## src/rtl/smem_lane_pkg.sv

```systemverilog
package smem_lane_pkg;

  localparam int LANES = 4;

  typedef enum logic [1:0] {
    PH_IDLE = 2'd0,
    PH_DATA = 2'd1,
    PH_ERR1 = 2'd2,
    PH_ERR2 = 2'd3
  } phase_t;

  function automatic int bank_bytes(input logic [1:0] wcode);
    case (wcode)
      2'd0:    return 1;
      2'd1:    return 2;
      default: return 4;
    endcase
  endfunction

  function automatic int addr_shift(input logic [1:0] wcode);
    case (wcode)
      2'd0:    return 0;
      2'd1:    return 1;
      default: return 2;
    endcase
  endfunction

  // Active-high mask of the lanes a write touches.
  function automatic logic [LANES-1:0] write_mask(input logic [1:0] size,
                                                  input logic [1:0] off,
                                                  input logic [1:0] wcode,
                                                  input logic       be);
    int wb;
    int n;
    int nb;
    int start;
    logic [LANES-1:0] m;
    logic [LANES-1:0] r;
    wb    = bank_bytes(wcode);
    n     = 1 << size;
    nb    = (n < wb) ? n : wb;
    start = (n < wb) ? (int'(off) & (wb - 1) & ~(n - 1)) : 0;
    m     = LANES'(((1 << nb) - 1) << start);
    if (!be) return m;
    r = '0;
    for (int i = 0; i < LANES; i++)
      if (i < wb) r[wb - 1 - i] = m[i];
    return r;
  endfunction

endpackage

```

## src/rtl/smem_phase_ctrl.sv

```systemverilog
module smem_phase_ctrl
  import smem_lane_pkg::*;
#(
  parameter int ADDR_W = 26
) (
  input  logic              clk,
  input  logic              rst_n,
  input  logic              sel_i,
  input  logic              write_i,
  input  logic [2:0]        size_i,
  input  logic [ADDR_W-1:0] addr_i,
  input  logic              be_i,
  input  logic [1:0]        width_i,
  input  logic              rle_i,
  output logic              active_o,
  output logic              ready_o,
  output logic              err_o,
  output logic              wr_q,
  output logic [1:0]        size_q,
  output logic [ADDR_W-1:0] addr_q,
  output logic              be_q,
  output logic [1:0]        width_q,
  output logic              rle_q
);

  phase_t state;
  logic   accept;
  logic   bad_size;

  assign accept   = sel_i && ready_o;
  assign bad_size = (size_i > 3'd2);

  always_ff @(posedge clk or negedge rst_n) begin
    if (!rst_n) begin
      state   <= PH_IDLE;
      wr_q    <= 1'b0;
      size_q  <= '0;
      addr_q  <= '0;
      be_q    <= 1'b0;
      width_q <= '0;
      rle_q   <= 1'b0;
    end else if (state == PH_ERR1) begin
      state <= PH_ERR2;
    end else if (accept) begin
      state   <= bad_size ? PH_ERR1 : PH_DATA;
      wr_q    <= write_i;
      size_q  <= size_i[1:0];
      addr_q  <= addr_i;
      be_q    <= be_i;
      width_q <= width_i;
      rle_q   <= rle_i;
    end else begin
      state <= PH_IDLE;
    end
  end

  assign active_o = (state == PH_DATA);
  assign ready_o  = (state != PH_ERR1);
  assign err_o    = (state == PH_ERR1) || (state == PH_ERR2);

  // the stalled error cycle is always followed by the completing one
  assert_err_second_cycle_R11: assert property (@(posedge clk) disable iff (!rst_n)
    (err_o && !ready_o) |=> (err_o && ready_o));

  // an oversized request opens the error response
  assert_err_entry_R11: assert property (@(posedge clk) disable iff (!rst_n)
    (sel_i && ready_o && size_i > 3'd2) |=> (err_o && !ready_o && !active_o));

  // a supported accepted request opens a data phase
  assert_accept_data_R2: assert property (@(posedge clk) disable iff (!rst_n)
    (sel_i && ready_o && size_i <= 3'd2) |=> (active_o && !err_o));

endmodule

```

## src/rtl/smem_lane_decode.sv

```systemverilog
module smem_lane_decode
  import smem_lane_pkg::*;
(
  input  logic             clk,
  input  logic             rst_n,
  input  logic             active_i,
  input  logic             wr_i,
  input  logic [1:0]       size_i,
  input  logic [1:0]       off_i,
  input  logic [1:0]       width_i,
  input  logic             be_i,
  input  logic             rle_i,
  output logic [LANES-1:0] lane_n_o
);

  logic [LANES-1:0] wmask;

  assign wmask = write_mask(size_i, off_i, width_i, be_i);

  for (genvar g = 0; g < LANES; g++) begin : g_lane
    assign lane_n_o[g] = !(active_i && (wr_i ? wmask[g] : rle_i));
  end

  // outside a data phase every lane is high
  assert_idle_high_R1: assert property (@(posedge clk) disable iff (!rst_n)
    !active_i |-> (lane_n_o == '1));

  // a read drives all lanes the same way
  assert_read_uniform_R4: assert property (@(posedge clk) disable iff (!rst_n)
    (active_i && !wr_i) |-> (lane_n_o == '1 || lane_n_o == '0));

  // an 8-bit bank never lowers lanes 3:1
  assert_narrow_upper_R8: assert property (@(posedge clk) disable iff (!rst_n)
    (active_i && wr_i && width_i == 2'd0) |-> (lane_n_o[3:1] == 3'b111 && !lane_n_o[0]));

  // a 16-bit bank never lowers lanes 3:2
  assert_half_upper_R7: assert property (@(posedge clk) disable iff (!rst_n)
    (active_i && wr_i && width_i == 2'd1) |-> (lane_n_o[3:2] == 2'b11 && lane_n_o[1:0] != 2'b11));

endmodule

```

## src/rtl/smem_addr_xlate.sv

```systemverilog
module smem_addr_xlate
  import smem_lane_pkg::*;
#(
  parameter int ADDR_W = 26
) (
  input  logic [ADDR_W-1:0] addr_i,
  input  logic [1:0]        width_i,
  output logic [ADDR_W-1:0] ext_addr_o
);

  always_comb begin
    ext_addr_o = addr_i >> addr_shift(width_i);
  end

endmodule

```

## src/rtl/smem_lane_gen.sv

```systemverilog
module smem_lane_gen
  import smem_lane_pkg::*;
#(
  parameter int ADDR_W = 26
) (
  input  logic              clk,
  input  logic              rst_n,
  input  logic              sel_i,
  input  logic              write_i,
  input  logic [2:0]        size_i,
  input  logic [ADDR_W-1:0] addr_i,
  input  logic              big_endian_i,
  input  logic [1:0]        width_i,
  input  logic              rd_lane_en_i,
  output logic [3:0]        lane_n_o,
  output logic [ADDR_W-1:0] ext_addr_o,
  output logic              active_o,
  output logic              ready_o,
  output logic              err_o
);

  logic              wr_q;
  logic [1:0]        size_q;
  logic [ADDR_W-1:0] addr_q;
  logic              be_q;
  logic [1:0]        width_q;
  logic              rle_q;

  smem_phase_ctrl #(.ADDR_W(ADDR_W)) u_phase (
    .clk      (clk),
    .rst_n    (rst_n),
    .sel_i    (sel_i),
    .write_i  (write_i),
    .size_i   (size_i),
    .addr_i   (addr_i),
    .be_i     (big_endian_i),
    .width_i  (width_i),
    .rle_i    (rd_lane_en_i),
    .active_o (active_o),
    .ready_o  (ready_o),
    .err_o    (err_o),
    .wr_q     (wr_q),
    .size_q   (size_q),
    .addr_q   (addr_q),
    .be_q     (be_q),
    .width_q  (width_q),
    .rle_q    (rle_q)
  );

  smem_lane_decode u_lanes (
    .clk      (clk),
    .rst_n    (rst_n),
    .active_i (active_o),
    .wr_i     (wr_q),
    .size_i   (size_q),
    .off_i    (addr_q[1:0]),
    .width_i  (width_q),
    .be_i     (be_q),
    .rle_i    (rle_q),
    .lane_n_o (lane_n_o)
  );

  smem_addr_xlate #(.ADDR_W(ADDR_W)) u_xlate (
    .addr_i     (addr_q),
    .width_i    (width_q),
    .ext_addr_o (ext_addr_o)
  );

  // no lane is lowered while an error response is shown
  assert_err_no_lane_R11: assert property (@(posedge clk) disable iff (!rst_n)
    err_o |-> (lane_n_o == 4'hF && !active_o));

endmodule

```

## config.mk

```make
export PLATFORM = sky130hd
export DESIGN_NAME = smem_lane_gen
export DESIGN_NICKNAME = d
export VERILOG_FILES = /design/src/rtl/smem_lane_pkg.sv /design/src/rtl/smem_phase_ctrl.sv /design/src/rtl/smem_lane_decode.sv /design/src/rtl/smem_addr_xlate.sv /design/src/rtl/smem_lane_gen.sv
export SDC_FILE = /design/constraint.sdc
export NUM_CORES = 1
export LEC_CHECK = 0
export ABC_AREA = 1
export BUFFER_PORTS_ARGS = -buffer_cell sky130_fd_sc_hd__clkbuf_2
export CAP_MARGIN = 15
export CORE_ASPECT_RATIO = 1.25
export CORE_MARGIN = 1.5
export CORE_UTILIZATION = 59
export CTS_BUF_LIST = sky130_fd_sc_hd__clkbuf_2
export CTS_CLUSTER_DIAMETER = 40
export DETAILED_ROUTE_END_ITERATION = 10
export HOLD_SLACK_MARGIN = 0.12
export PLACE_DENSITY = 0.95
export SYNTH_ARGS = -nofsm -noshare
export SYNTH_HDL_FRONTEND = slang
export SYNTH_SLANG_ARGS = --single-unit
export TNS_END_PERCENT = 10
```

## constraint.sdc

```tcl
create_clock -name clk -period 10.25 [get_ports clk]
set_input_delay 2.05 -clock clk [delete_from_list [all_inputs] [get_ports clk]]
set_output_delay 2.05 -clock clk [all_outputs]
set_load 0.05 [all_outputs]
```

==> results.md, run 1 <==
- Vias/cell: 5.14
- Initial antenna violation count: 0
- Unique masters post-synth: 26
- Chip width: 61.6 microns
- Share of cells above drive strength 1: 0.226
- CP max stage delay: 0.70 ns
- Num rows: 26
- Initial DRC count: 132
- Routability congestion estimate from global placement: 0.906
- First-pass GRT wire length: 9940 microns
- Diodes inserted: 0
- Nets: 487
- First-pass iteration count of the detailed router: 4
- Fin crit share: 0.726
- TritonCTS clock tree: built
- Vias in the first global route: 2546
- Final Core Density: 0.711
- Slowest-stage cell, CP: ha_1
- PortBufs: 69
- Clock Skew: 0.00858 ns
- Hold Path Class: reg -> reg
- Setup Viol. Count Final: 0
- DP Cell Count: just under 500
- Cells after Synth: roughly 390
- CTS root buf: clkbuf_2
- Crit path cell chain: inv_1 > nor2_2 > buf_4 > inv_1 > ha_1 > inv_1 > ha_1 > inv_1 > a21oi_1 > nand2_2 > nand2_1 > nand2_1 > nand2_1 > nand3_2 > ha_1 > o21ai_0 > inv_1 > nand2_1 > nand2_2 > nand2_1 > nand3_1 > o211ai_1 > nand2_1 > clkbuf_2
- Non-Filler Instances: 499
- Post-layout min period: 7.44 ns
- Tot GR Track Use: 0.270
- Via count: 2563
- GR Overflow Total: 0
- Worst setup SP type: register
- Unrepaired setup endpoints after global routing: no
- Clk pin slew, worst setup/hold paths: between 0.15 and 0.2 ns
- Max clock buf depth: 2
- Area grow syn2layout: 15.1%
- Post-CTS Setup Bufs: 0
- Clk_lat worst skew: 0.37 ns
- Share of Yosys cell area claimed by the top area cell type: 0.346
- Fin. max-slew vios: 0
- CP arrival: 5.39 ns
- Mapped Area: between 2000 and 3000 sq um
- Core area: 4100 sq um
- CTS buffer count: 5
- WL final: 5740 microns
- Die area: 4690 sq um
- CP max FO: 50
- Largest net degree at the start of global routing: 63
- CTS Sinks: 35
- # fillers: 326
- Most frequent cells in the layout: nand2_1 (96), clkbuf_2 (75), inv_1 (51), nor2_1 (45), o21ai_0 (45)
- Least-Margin Pin Slew: 1.08 ns
- DRT antenna net count: 0
- Residual DRC: 0
- Crit end category: output port
- Wirelength per Cell: approximately 12 microns
- Area contributors post-synth: dfrtp_1 (35%), nand2_1 (14%), o21ai_0 (8.9%), inv_1 (7.6%), a21oi_1 (7.5%)
- Fmax achieved: 134 MHz
- Io pins: 70
- Register bit total from synthesis: 35
- Hold-fix buffers, CTS: 0
- Synth warn: 0
- Slew margin rel.: 0.280
- Hold Fails Final Rpt: 0
- Syn_nets: 429
- Die height: approximately 76 microns
- Htree depth: 2
- Setup TNS: 0 ns
- Worst Path Required: 8.20 ns
- Status: complete, no violations
- Crit path top cell by count: nand2_1
- Seq/Total Area, Yosys: 0.346
- Post-DP HPWL: 4300 microns
- Mean post-synth cell area: 6.55 sq um
- Initial Util: 0.617
- Crit path kind: reg -> out
- Number of max-cap violations: 0
- Commonest non-fill, non-tap cell in the layout: nand2_1
- PostCTS Resize Cnt: 0
- Synth area leader: dfrtp_1
-- synth_stat cells (all sizes together) --
cell type / number
nand2: 103
inv: 55
nor2: 47
o21ai: 45
a21oi: 39
dfrtp: 35
nand3: 16
clkbuf: 14
ha: 6
buf: 5
mux2: 5
mux2i: 4
clkinv: 3
nand4: 3
nand3b: 2
o211ai: 2
o21a: 1
o22ai: 1
-- kinds of logic after synthesis --
| group | share of synthesized area |
|---|---|
| fa+ha+maj | 0.0297 |
| flops | 0.346 |
| mux | 0.0381 |
| buf+inv | 0.115 |
| compound gates | 0.179 |
| simple gates | 0.292 |
-- flip-flops by register name (all words and copies together), names as in the netlist --
name             flops
u_phase.addr_q      26
u_phase.size_q       2
u_phase.state        2
u_phase.width_q      2
u_phase.be_q         1
u_phase.rle_q        1
u_phase.wr_q         1
-- cell type report --
cell class,instances,area [sq um],area share
Inverter,58,218,0.0747
Sequential cell,35,876,0.301
Multi-Input combinational cell,274,1370,0.469
Timing Repair Buffer,70,353,0.121
Clock buffer,6,30.0,0.0103
Tap cell,56,70.1,0.0241
-- layer usage --
layer / vias up / wire length (microns) / track usage
met5: - / 0 / 0
li1: 1330 / - / -
met2: 92 / 2950 / 0.462
met1: 1128 / 2320 / 0.319
met4: 0 / 140 / 0.119
met3: 13 / 330 / 0.0407
-- through the flow --
stage | instance area, sq um | hold slack, ns | worst slack [ns]
detailed placement | 2880 | 0.508 | 3.34
finish | 2910 | 0.535 | 2.81
floorplan | 2530 | 0.480 | 4.38
CTS | 2910 | 0.543 | 2.89
global placement | 2880 | 0.491 | 3.55
global route | 2910 | 0.567 | 2.33
-- critical path, delay by kind of cell, from the launching register on --
family / cells / cell delay [ns]
buf+inv: 7 / 1.66
fa+ha+maj: 3 / 1.53
compound gates: 3 / 0.50
flops: 1 / 0.43
simple gates: 11 / 0.90
-- worst paths after layout --
kind	from	endpoint	slack [ns]	depth (start not counted)
max in group asynchronous	rst_n	u_phase.addr_q[5]	7.96	1
worst max register to register	u_phase.state[0]	u_phase.addr_q[23]	8.36	4
worst min-delay path	u_phase.rle_q	u_phase.rle_q	0.53	1
min in group asynchronous	rst_n	u_phase.addr_q[21]	1.76	1
worst max-delay path	u_phase.width_q[0]	lane_n_o[3]	2.81	24
worst min register to register	u_phase.rle_q	u_phase.rle_q	0.53	1
Power of run 1 is left out: the tool's default activity adds up to more than one toggle a clock period on the data nets, which glitch-free logic cannot reach.
==> run 2, diff against run 1 <==
Settings changed: CORE_UTILIZATION 59 to 54, PLACE_DENSITY 0.95 to 0.93.
Clock period 10.25 ns to 7.62 ns, I/O delays scaled along.
==> run 2 against run 1 <==
Utilization shrank 5.3 points. Critical path depth down 1. First-iteration DRC count up 23%. Final cell count up 1.0%. Critical path type unchanged. Highest routed layer unchanged.
==> results.md, run 2 (same netlist as run 1, synthesis figures left out) <==
- Max FFs per register: 26
- Vias in the first global route: 2470
- TritonCTS clock tree: built
- Die height: 79.5 microns
- Max clock buf depth: 2
- Register area: 876 sq um
- PortBufs: 69
- CP max FO: 25
- Slew margin rel.: 0.299
- PostCTS Resize Cnt: 0
- Residual DRC: 0
- Die area: 5110 sq um
- Nets: roughly 500
- # fillers: approximately 410
- Status: complete, no violations
- Initial Util: 0.567
- Fin crit share: 0.775
- Diodes inserted: 0
- Clk pin slew, worst setup/hold paths: 0.17 ns
- Setup Viol. Count Final: 0
- Chip width: between 60 and 70 microns
- Initial antenna violation count: 0
- CP arrival: 4.38 ns
- Clock Skew: 0.0123 ns
- Crit path cell chain: inv_1 > nor2_2 > inv_1 > ha_1 > inv_1 > ha_1 > inv_1 > a21oi_1 > nand2_2 > nand2_1 > nand2_1 > nand2_1 > nand3_2 > ha_1 > o21ai_0 > inv_1 > nand2_1 > nand2_2 > nand2_1 > nand3_1 > o211ai_1 > nand2_1 > clkbuf_2
- Io pins: 70
- Post-DP HPWL: 4530 microns
- Core area: 4460 sq um
- Tot GR Track Use: 0.248
- Unrepaired setup endpoints after global routing: no
- Post-layout min period: 5.91 ns
- Initial DRC count: 163
- CTS root buf: clkbuf_2
- CTS Sinks: 35
- Worst Path Required: between 6 and 7 ns
- Most frequent cells in the layout: nand2_1 (96), clkbuf_2 (76), inv_1 (51), nor2_1 (45), o21ai_0 (45)
- Vias/cell: 5.11
- Buffers & Inverters on Critical Path: 6
- Clk_lat worst skew: 0.41 ns
- Hold Path Class: reg -> reg
- Post-CTS Setup Bufs: 0
- Largest net degree at the start of global routing: 63
- Number of max-cap violations: 0
- WL final: 5940 microns
- Commonest non-fill, non-tap cell in the layout: nand2_1
- Hold Fails Final Rpt: 0
- Hold-fix buffers, CTS: 0
- Area grow syn2layout: 15.9%
- Routability congestion estimate from global placement: 0.952
- DRT antenna net count: 0
- CP delay by family, top: adder cells
- Crit path kind: reg -> out
- Top reg by flops: u_phase.addr_q
- Setup WS post-layout: between 1.5 and 2 ns
- Area occupied by multi-input gates: 1370 sq um
- Num rows: 27
- Worst setup SP type: register
- Fmax achieved: between 150 and 200 MHz
- First-pass iteration count of the detailed router: 4
- Final Core Density: 0.658
- Wirelength per Cell: 11.8 microns
- Least-Margin Pin Slew: 1.05 ns
- Setup TNS: 0 ns
- First-pass GRT wire length: 10000 microns
- Fin. max-slew vios: 0
- Via count: roughly 2600
- Crit path top cell by count: nand2_1
- Slowest-stage cell, CP: ha_1
- Htree depth: 2
- Share of cells above drive strength 1: 0.231
- Place WS: 2.17 ns
- CTS buffer count: 5
- GR Overflow Total: 0
- CP max stage delay: ~0.7 ns
- Crit end category: output port
[run 2: path summary, 6_finish.rpt]
kind / startpoint / endpoint / slack [ns] / depth (start not counted)
max in group asynchronous: rst_n / u_phase.be_q / 5.91 / 1
hold reg to reg: u_phase.rle_q / u_phase.rle_q / 0.54 / 1
min in group asynchronous: rst_n / u_phase.addr_q[12] / 1.18 / 1
setup / recovery: u_phase.width_q[0] / lane_n_o[3] / 1.71 / 23
setup reg to reg: u_phase.state[0] / u_phase.wr_q / 5.75 / 4
hold / removal: u_phase.rle_q / u_phase.rle_q / 0.54 / 1
[run 2: worst register-to-register path: cells and delay by family, from the launching register on]
family	cells	cell delay (ns)
AND/OR/NAND/NOR	2	0.89
flip-flops	1	0.40
multiplexers	1	0.43
buffers and inverters	1	0.07
[run 2: stage by stage]
stage | area [sq um] | instances | hold slack [ns]
2_1_floorplan | 2530 | 386 | 0.480
3_3_place_gp | 2890 | 496 | 0.492
3_5_place_dp | 2890 | 496 | 0.500
4_1_cts | 2930 | 504 | 0.540
5_1_grt | 2930 | 504 | 0.563
6_report | 2930 | 504 | 0.540
[run 2: per-layer routing]
metal	routed length [microns]	global-route usage
met1	2350	0.270
met3	367	0.0564
met4	163	0.130
met5	0	0
met2	3070	0.444
[run 2: area by class of cell]
class / count / share of cell area
timing repair buffer: 71 / 0.123
multi-input combinational: 274 / 0.466
clock buffer: 7 / 0.0119
sequential: 35 / 0.299
inverter: 58 / 0.0742
tap: 58 / 0.0247
clock inverter: 1 / 0.00171
Power of run 2 is left out for the same reason.
